### src/rtl/mdio_pkg.sv
package mdio_pkg;
  typedef enum logic [1:0] {
    OP_SYNC  = 2'd0,
    OP_READ  = 2'd1,
    OP_WRITE = 2'd2,
    OP_NONE  = 2'd3
  } mdio_op_e;

  localparam int PHY_W   = 5;
  localparam int REG_W   = 5;
  localparam int DATA_W  = 16;
  localparam int FRAME_W = 32;
  localparam int CNT_W   = 6;
  localparam int RD_IN   = 19;
  localparam int WR_TAIL = 2;
  localparam int RD_CMD  = 16;
endpackage

### src/rtl/mdio_clkdiv.sv
module mdio_clkdiv #(
  parameter int HALF_DIV = 20
) (
  input  logic clk,
  input  logic rst,
  input  logic clr,
  output logic tick
);
  localparam int CW = (HALF_DIV > 1) ? $clog2(HALF_DIV) : 1;
  localparam logic [CW-1:0] TOP = CW'(HALF_DIV - 1);

  logic [CW-1:0] cnt;

  always_ff @(posedge clk) begin
    if (rst || clr) cnt <= TOP;
    else if (cnt == '0) cnt <= TOP;
    else cnt <= cnt - 1'b1;
  end

  assign tick = (cnt == '0) && !clr;

  // the count never leaves its programmed range
  p_cnt_range_r7: assert property (@(posedge clk) disable iff (rst)
    cnt <= TOP);
endmodule

### src/rtl/mdio_framer.sv
module mdio_framer
  import mdio_pkg::*;
(
  input  logic [1:0]        op,
  input  logic [PHY_W-1:0]  phy_addr,
  input  logic [REG_W-1:0]  reg_addr,
  input  logic [DATA_W-1:0] wdata,
  output logic [FRAME_W-1:0] frame,
  output logic [CNT_W-1:0]  n_drive,
  output logic [CNT_W-1:0]  n_total,
  output logic              valid
);
  always_comb begin
    frame   = '0;
    n_drive = '0;
    n_total = '0;
    valid   = 1'b1;
    case (mdio_op_e'(op))
      OP_SYNC: begin
        frame   = '1;
        n_drive = CNT_W'(FRAME_W);
        n_total = CNT_W'(FRAME_W);
      end
      OP_READ: begin
        frame   = {2'b11, 2'b01, 2'b10, phy_addr, reg_addr, 16'h0000};
        n_drive = CNT_W'(RD_CMD);
        n_total = CNT_W'(RD_CMD + RD_IN);
      end
      OP_WRITE: begin
        frame   = {2'b01, 2'b01, phy_addr, reg_addr, 2'b10, wdata};
        n_drive = CNT_W'(FRAME_W);
        n_total = CNT_W'(FRAME_W + WR_TAIL);
      end
      default: valid = 1'b0;
    endcase
  end
endmodule

### src/rtl/mdio_shifter.sv
module mdio_shifter
  import mdio_pkg::*;
(
  input  logic               clk,
  input  logic               rst,
  input  logic               start,
  input  logic               is_rd,
  input  logic               frame_ok,
  input  logic [FRAME_W-1:0] frame,
  input  logic [CNT_W-1:0]   n_drive,
  input  logic [CNT_W-1:0]   n_total,
  input  logic               tick,
  input  logic               mdio_i,
  output logic               accept,
  output logic [DATA_W-1:0]  rdata,
  output logic               busy,
  output logic               done,
  output logic               mdc,
  output logic               mdio_o,
  output logic               mdio_oe
);
  typedef enum logic [1:0] {S_IDLE, S_LOW, S_HIGH} st_e;

  st_e                st;
  logic [FRAME_W-1:0] txsr;
  logic [RD_IN-1:0]   rxsr;
  logic [CNT_W-1:0]   idx, drv_len, tot_len;
  logic               rd_op;
  logic [CNT_W-1:0]   idx_nx;

  assign accept = start && frame_ok && (st == S_IDLE);
  assign idx_nx = idx + 1'b1;

  always_ff @(posedge clk) begin
    if (rst) begin
      st <= S_IDLE; txsr <= '0; rxsr <= '0; idx <= '0;
      drv_len <= '0; tot_len <= '0; rd_op <= 1'b0;
      rdata <= '0; busy <= 1'b0; done <= 1'b0;
      mdc <= 1'b0; mdio_o <= 1'b0; mdio_oe <= 1'b0;
    end else begin
      done <= 1'b0;
      case (st)
        S_IDLE: if (accept) begin
          txsr    <= frame;
          drv_len <= n_drive;
          tot_len <= n_total;
          rd_op   <= is_rd;
          idx     <= '0;
          rxsr    <= '0;
          mdio_o  <= frame[FRAME_W-1];
          mdio_oe <= 1'b1;
          busy    <= 1'b1;
          st      <= S_LOW;
        end
        S_LOW: if (tick) begin
          if (!mdio_oe) rxsr <= {rxsr[RD_IN-2:0], mdio_i};
          mdc <= 1'b1;
          st  <= S_HIGH;
        end
        S_HIGH: if (tick) begin
          mdc <= 1'b0;
          if (idx == tot_len - 1'b1) begin
            st      <= S_IDLE;
            busy    <= 1'b0;
            done    <= 1'b1;
            mdio_o  <= 1'b0;
            mdio_oe <= 1'b0;
            if (rd_op) rdata <= rxsr[DATA_W:1];
          end else begin
            idx     <= idx_nx;
            txsr    <= {txsr[FRAME_W-2:0], 1'b0};
            mdio_o  <= (idx_nx < drv_len) ? txsr[FRAME_W-2] : 1'b0;
            mdio_oe <= (idx_nx < drv_len);
            st      <= S_LOW;
          end
        end
        default: st <= S_IDLE;
      endcase
    end
  end

  // completion is a single-cycle pulse
  p_done_pulse_r8: assert property (@(posedge clk) disable iff (rst)
    done |=> !done);
  // done is seen with busy already low
  p_done_idle_r8: assert property (@(posedge clk) disable iff (rst)
    done |-> !busy);
  // an accepted start raises busy
  p_accept_busy_r8: assert property (@(posedge clk) disable iff (rst)
    accept |=> busy);
  // line held during the high phase
  p_hold_high_r6: assert property (@(posedge clk) disable iff (rst)
    (mdc && $past(mdc)) |-> ($stable(mdio_o) && $stable(mdio_oe)));
  // quiet line while idle
  p_idle_quiet_r10: assert property (@(posedge clk) disable iff (rst)
    !busy |-> (!mdc && !mdio_oe));
  // the clock pin moves only on a divider tick
  p_edge_on_tick_r7: assert property (@(posedge clk) disable iff (rst)
    (mdc != $past(mdc)) |-> $past(tick));
  // a start while busy does not restart the frame
  p_no_restart_r9: assert property (@(posedge clk) disable iff (rst)
    (busy && start && idx != '0) |=> (idx != '0));
endmodule

### src/rtl/mdio_master.sv
module mdio_master
  import mdio_pkg::*;
#(
  parameter int HALF_DIV = 20
) (
  input  logic        clk,
  input  logic        rst,
  input  logic        start,
  input  logic [1:0]  op,
  input  logic [4:0]  phy_addr,
  input  logic [4:0]  reg_addr,
  input  logic [15:0] wdata,
  output logic [15:0] rdata,
  output logic        busy,
  output logic        done,
  output logic        mdc,
  output logic        mdio_o,
  output logic        mdio_oe,
  input  logic        mdio_i
);
  logic [FRAME_W-1:0] frame;
  logic [CNT_W-1:0]   n_drive, n_total;
  logic               frame_ok, tick, accept;

  mdio_framer u_framer (
    .op(op), .phy_addr(phy_addr), .reg_addr(reg_addr), .wdata(wdata),
    .frame(frame), .n_drive(n_drive), .n_total(n_total), .valid(frame_ok)
  );

  mdio_clkdiv #(.HALF_DIV(HALF_DIV)) u_div (
    .clk(clk), .rst(rst), .clr(accept), .tick(tick)
  );

  mdio_shifter u_shift (
    .clk(clk), .rst(rst), .start(start), .is_rd(op == 2'(OP_READ)),
    .frame_ok(frame_ok), .frame(frame), .n_drive(n_drive), .n_total(n_total),
    .tick(tick), .mdio_i(mdio_i), .accept(accept), .rdata(rdata),
    .busy(busy), .done(done), .mdc(mdc), .mdio_o(mdio_o), .mdio_oe(mdio_oe)
  );
endmodule

### config.mk
export PLATFORM = sky130hd
export DESIGN_NAME = mdio_master
export DESIGN_NICKNAME = d
export VERILOG_FILES = /design/src/rtl/mdio_pkg.sv /design/src/rtl/mdio_clkdiv.sv /design/src/rtl/mdio_framer.sv /design/src/rtl/mdio_shifter.sv /design/src/rtl/mdio_master.sv
export SDC_FILE = /design/constraint.sdc
export NUM_CORES = 1
export LEC_CHECK = 0
export BUFFER_PORTS_ARGS = -buffer_cell sky130_fd_sc_hd__buf_2
export CAP_MARGIN = 20
export CORE_ASPECT_RATIO = 0.6
export CORE_MARGIN = 5
export CORE_UTILIZATION = 51
export DETAILED_ROUTE_END_ITERATION = 10
export PLACE_DENSITY = 0.72
export SYNTH_ARGS = -nofsm -noshare
export SYNTH_HDL_FRONTEND = slang
export SYNTH_SLANG_ARGS = --single-unit
### constraint.sdc
create_clock -name clk -period 5.1 [get_ports clk]
set_input_delay 0.255 -clock clk [delete_from_list [all_inputs] [get_ports clk]]
set_output_delay 0.255 -clock clk [all_outputs]
set_load 0.02 [all_outputs]
# Yosys cells after proc, flatten, opt, wreduce, memory -nomap -nowiden
# Index checks and enable logic that the tools add are counted.
# word_totals
register_bits,95
input_bits,32
# classes
addsub,3
order_cmp,1
n_eq_ne,11
muxes,37
bitwise_logic,2
n_reduce_logical,23
# ops
operator,count
$pmux 32 s3,1
$mux 31,3
$pmux 31 s2,1
$mux 17,3
$pmux 17 s2,1
$pmux 6 s2,2
$mux 6,3
$pmux 6 s3,1
$reduce_and 4->1,4
$mux 1,14
$ne 2x2->1 const B,5
$reduce_and 3->1,3
$pmux 1 s2,4
$add 6x1->6 const B,1
$eq 6x6->1,1
$lt 6x6->1,1
$mux 2,3
$pmux 2 s3,1
$reduce_bool 2->1,3
$reduce_or 3->1,2
$sub 6x1->6 const B,1
$logic_not 5->1,1
$sub 5x1->5 const B,1
$eq 2x1->1 const B,2
other kinds (9),15

# Longest topological paths before layout
# depth
ltp_word,9
mapped_depth,8

# By module
# A second synthesis with hierarchy kept.
# unflattened
hier_cells,659
area_unflattened_um2,5109.9
# by_module_without_submodules
mod,n_inst,cells_per_inst,area_each_um2
mdio_shifter,1,543,4334.2
mdio_framer,1,92,539.3
mdio_clkdiv,1,23,222.7
mdio_master,1,1,13.8

# Worst setup path after synthesis
# Ideal clock, no wire load.
# synth_path
kind,reg-to-reg
startpoint,register u_shift.tot_len[0]
endpoint,register u_shift.idx[4]
arrival_time_ps,1832
t_required_ps,5030
slack_ps,3198
stages_incl_launch_ff,8
path_buffers,0
synth_period_minus_slack_ps,1902
cell_sequence,dfxtp_1 -> inv_1 -> ha_1 -> xor2_1 -> o211a_1 -> a31o_1 -> or4_1 -> a21oi_1
# synth_via
elab_chain_cells,4
# synth_lines
item,line,source
from (decl),mdio_shifter.sv:27,"logic [CNT_W-1:0] idx, drv_len, tot_len;"
from (signal assigned),mdio_shifter.sv:46,tot_len <= n_total;
$sub 6x1->6,mdio_shifter.sv:62,if (idx == tot_len - 1'b1) begin
$eq 6x6->1,mdio_shifter.sv:62,
$ne 2x2->1 (no source line),--,
$reduce_and 4->1 (no source line),--,
to (signal assigned),mdio_shifter.sv:70,idx <= idx_nx;
to (decl),mdio_shifter.sv:27,
# No other way between the ends.
# A chain may end at the register's enable or synchronous reset.

# Final worst setup path
# layout_path
startpoint,register u_shift.tot_len[0]
endpoint,register u_shift.txsr[23]
# layout_via
elab_chain_cells,4
# layout_lines
item,line,source
$sub 6x1->6,mdio_shifter.sv:62,
$eq 6x6->1,mdio_shifter.sv:62,
$ne 2x2->1 (no source line),--,
$reduce_and 4->1 (no source line),--,
to (signal assigned),mdio_shifter.sv:44,txsr <= frame;
to (signal assigned),mdio_shifter.sv:71,"txsr <= {txsr[FRAME_W-2:0], 1'b0};"
to (decl),mdio_shifter.sv:25,logic [FRAME_W-1:0] txsr;
# No other way between the ends.

==> flow_metrics.py <==
metrics = {
    "final_layout": {
        "layout-drive-gt1-share_pct": 17.6,
        "areaGrowthSynthToFinish_pct": 15.6,
        "num-nets-final": 527,
        "finish.instance_area_um2": 4490,
        "diodes": 0,
        "n_fill_cell": 659,
    },
    "global_route": {
        "grt_pass1_vias": 2963,
        "grt_max_degree": 80,
        "grt_overflow": 0,
        "grt_first_pass_wirelength_um": 14400,
        "grt_usage_pct": 18.7,
        "antenna_found_initial": 0,
    },
    "run_status": {
        "status": "completed",
    },
    "routing": {
        "ant_nets": 0,
        "wirelength_um": 8800,
        "drc_errors": 0,
        "vias_per_cell": 5.67,
        "drtIter0Drc": 307,
        "firstDrtPassIters": 5,
        "vias": 3368,
        "wl_per_cell_um": 14.8,
    },
    "clock_network": {
        "clockRootBuffer": "clkbuf_16",
        "clkLatencyLatePin_ps": 340,
        "numCtsBuffers": 9,
        "post_cts.repair.setup_buffers": 0,
        "cts_resized": 0,
        "cts.hold.buffers_added": 0,
        "cts.clk_slew.worst_paths_ps": 60,
        "ctsHtreeMaxLevel": 3,
        "cts_buffer_depth": 2,
        "cts.sinks": 87,
        "cts_tree": "yes",
    },
    "worst_setup_path": {
        "crit_chain": "inv_1 -> ha_1 -> xor2_1 -> o211a_1 -> a31oi_4 -> buf_4 -> nor2_1 -> nor3_1",
        "cp.arrival_ps": 2830,
        "required_ps": 5350,
        "path_delay_family": "compound AO/OA/AOI/OAI gates",
        "rrSetupSlack_ps": 2520,
        "critPathLaunchType": "register",
        "critPathMaxStageDelay_ps": 760,
        "crit_buf_inv": 2,
        "slowest_stage": "a31oi_4",
        "cp_max_fo": 35,
        "end_kind": "register",
        "worstSetupPathType": "reg -> reg",
    },
    "floorplanning": {
        "core_um2": 7330,
        "die_w_um": 123,
        "start_util_pct": 53.0,
        "num_rows": 24,
        "die_h_um": 77.6,
        "io_pins": 53,
        "dieArea_um2": 9520,
    },
    "power": {
        "power.total_uw": 1550,
        "p_leak_uw": 0.00189,
        "netSwitchingFraction_pct": 24.8,
        "pwr-share-seq_pct": 46.9,
        "p_clk_share_pct": 42.6,
        "irDropWorstVdd_uv": 155,
        "power.switching_uw": 385,
        "powerDensity_nw_per_um2": 346,
        "comb_power_share_pct": 10.5,
        "p_int_uw": 1170,
    },
    "synthesis": {
        "synthArstFlopShare_pct": 0,
        "synthAdderAreaFrac_pct": 3.22,
        "synth_top_flop_cell": "dfxtp_1",
        "synth-compound-area-share_pct": 21.9,
        "syn_area_per_cell_um2": 8.55,
        "syn_inst": 454,
        "yosys_warnings": 0,
        "synth.top_cell.area_share_pct": 44.8,
        "ys_top_cells_by_area": "dfxtp_1, nor2_1, a21oi_1",
        "synthSimpleGateAreaFrac_pct": 19.2,
        "synth_top_family_by_area": "compound AO/OA/AOI/OAI gates",
        "synth_edf_count": 0,
        "synth_cell_types": 52,
        "synth_nets": 496,
        "synth_area_leader_cell": "dfxtp_1",
        "synth-seq-area-share_pct": 44.8,
        "synthMuxAreaShare_pct": 4.48,
        "yosys.area_share.xor_xnor_pct": 1.35,
        "synth-seq-cells": 87,
        "synthesis.area_um2": 3880,
    },
    "placed_design": {
        "place_area_um2": 4150,
        "port_buffers": 52,
        "hpwl_um": 5880,
        "place_congestion": 0.833,
    },
    "sta": {
        "maxSlewViolCount": 0,
        "period_needed_ps": 2580,
        "setup_viol": 0,
        "hold_viol": 0,
        "rsz0062_at_grt": "no",
        "max_freq_ghz": 0.388,
        "skew_ps": 6.32,
        "worst_slew_pin_slew_ps": 1060,
        "relSlewSlack_pct": 29.0,
        "period_share_pct": 50.5,
        "setup_tns_ps": 0,
    },
    "worst_hold_path": {
        "hold_class": "in -> reg",
    },
    "job": {
        "maxCapViolations": 0,
    },
}
-- Yosys cell counts, types with 2 or more instances --
cell type and count:
o211ai_1 2, nand2b_1 2, clkbuf_1 25, inv_1 8, xnor2_1 4, nor3_1 14
and3_1 2, a22oi_1 17, or3_1 3, nand2_1 24, nor2_1 95, buf_2 10
nand3_1 5, a221oi_1 11, dfxtp_1 87, a21oi_1 53, a211oi_1 18, mux2i_1 16
ha_1 10, xor2_1 2, a221o_1 8, or2_2 2, o21ai_0 6, nand4_1 2
-- state kept, by name, summed over array words and instances, names as in the netlist, 2 cells and up --
register,flops
u_div.cnt,5
u_shift.idx,6
u_shift.rdata,16
u_shift.rxsr,17
u_shift.st,2
u_shift.tot_len,3
u_shift.txsr,31
-- logic make-up after synthesis --
family / count (synthesis)
AOI/OAI and AO/OA: 127
buffers and inverters: 46
muxes: 17
DFF: 87
xor gates and xnor gates: 6
and+or+nand+nor: 161
adders and majority gates: 10
-- power groups by stage --
stage          sequential (µW)  clock, µW  combinational, µW
4_1_cts                    727        675                158
5_1_grt                    731        704                183
2_1_floorplan              740          0                115
3_3_place_gp               741          0                154
6_report                   728        661                163
3_5_place_dp               742          0                158
-- layer usage --
layer  vias up  track usage [%]  share of wire, %
met4         0             5.92               1.3
met2       129             25.2                41
li1       1678                -                 -
met5         -                0                 0
met1      1549             27.7                49
met3        12             6.32               8.7
-- layout make-up --
class | instances | area (µm²) | area share [%]
flip-flops and latches | 87 | 1740 | 38.8
repair buffers | 58 | 325 | 7.24
well taps | 104 | 130 | 2.90
clock buffers | 10 | 239 | 5.32
clock inverters | 6 | 67.6 | 1.50
multi-input cells | 321 | 1960 | 43.6
inverters | 8 | 30.0 | 0.669
-- path summary, 6_finish.rpt --
kind,from,to,cells past startpoint
max reg2reg,u_shift.tot_len[0]$_SDFFE_PP0P_,u_shift.txsr[23]$_SDFFE_PP0P_,8
min reg2reg,u_div.cnt[0]$_SDFF_PP1_,u_div.cnt[0]$_SDFF_PP1_,1
max,u_shift.tot_len[0]$_SDFFE_PP0P_,u_shift.txsr[23]$_SDFFE_PP0P_,8
min,rst,u_shift.idx[5]$_SDFFE_PP0P_,2
-- through the flow --
step                instances  setup slack (ps)  hold slack, ps  util (%)
floorplan                 454              3200             371         -
global placement          576              2650             381      56.6
detailed placement        576              2570             395      56.6
CTS                       592              2550             124      60.8
global route              594              2310             134      61.3
finish                    594              2520             139      61.3
-- cell usage in the layout, fill, tap and decap left out, drive strengths merged, types with 2 or more instances in the layout --
master,n
nor2,95
dfxtp,87
buf,58
a21oi,54
nand2,24
a211oi,18
a22oi,17
mux2i,17
nor3,14
a221oi,11
ha,10
clkbuf,10
inv,9
a221o,8
o21ai,7
nand3,5
xnor2,4
or3,3
nand4,3
and3,2
or2,2
xor2,2
nand2b,2
o211ai,2
clkinvlp,2
nor4b,2
a31oi,2
a31o,2
or4b,2
and2,2
clkinv,2
Note: power is estimated with default switching activity, not from simulation.
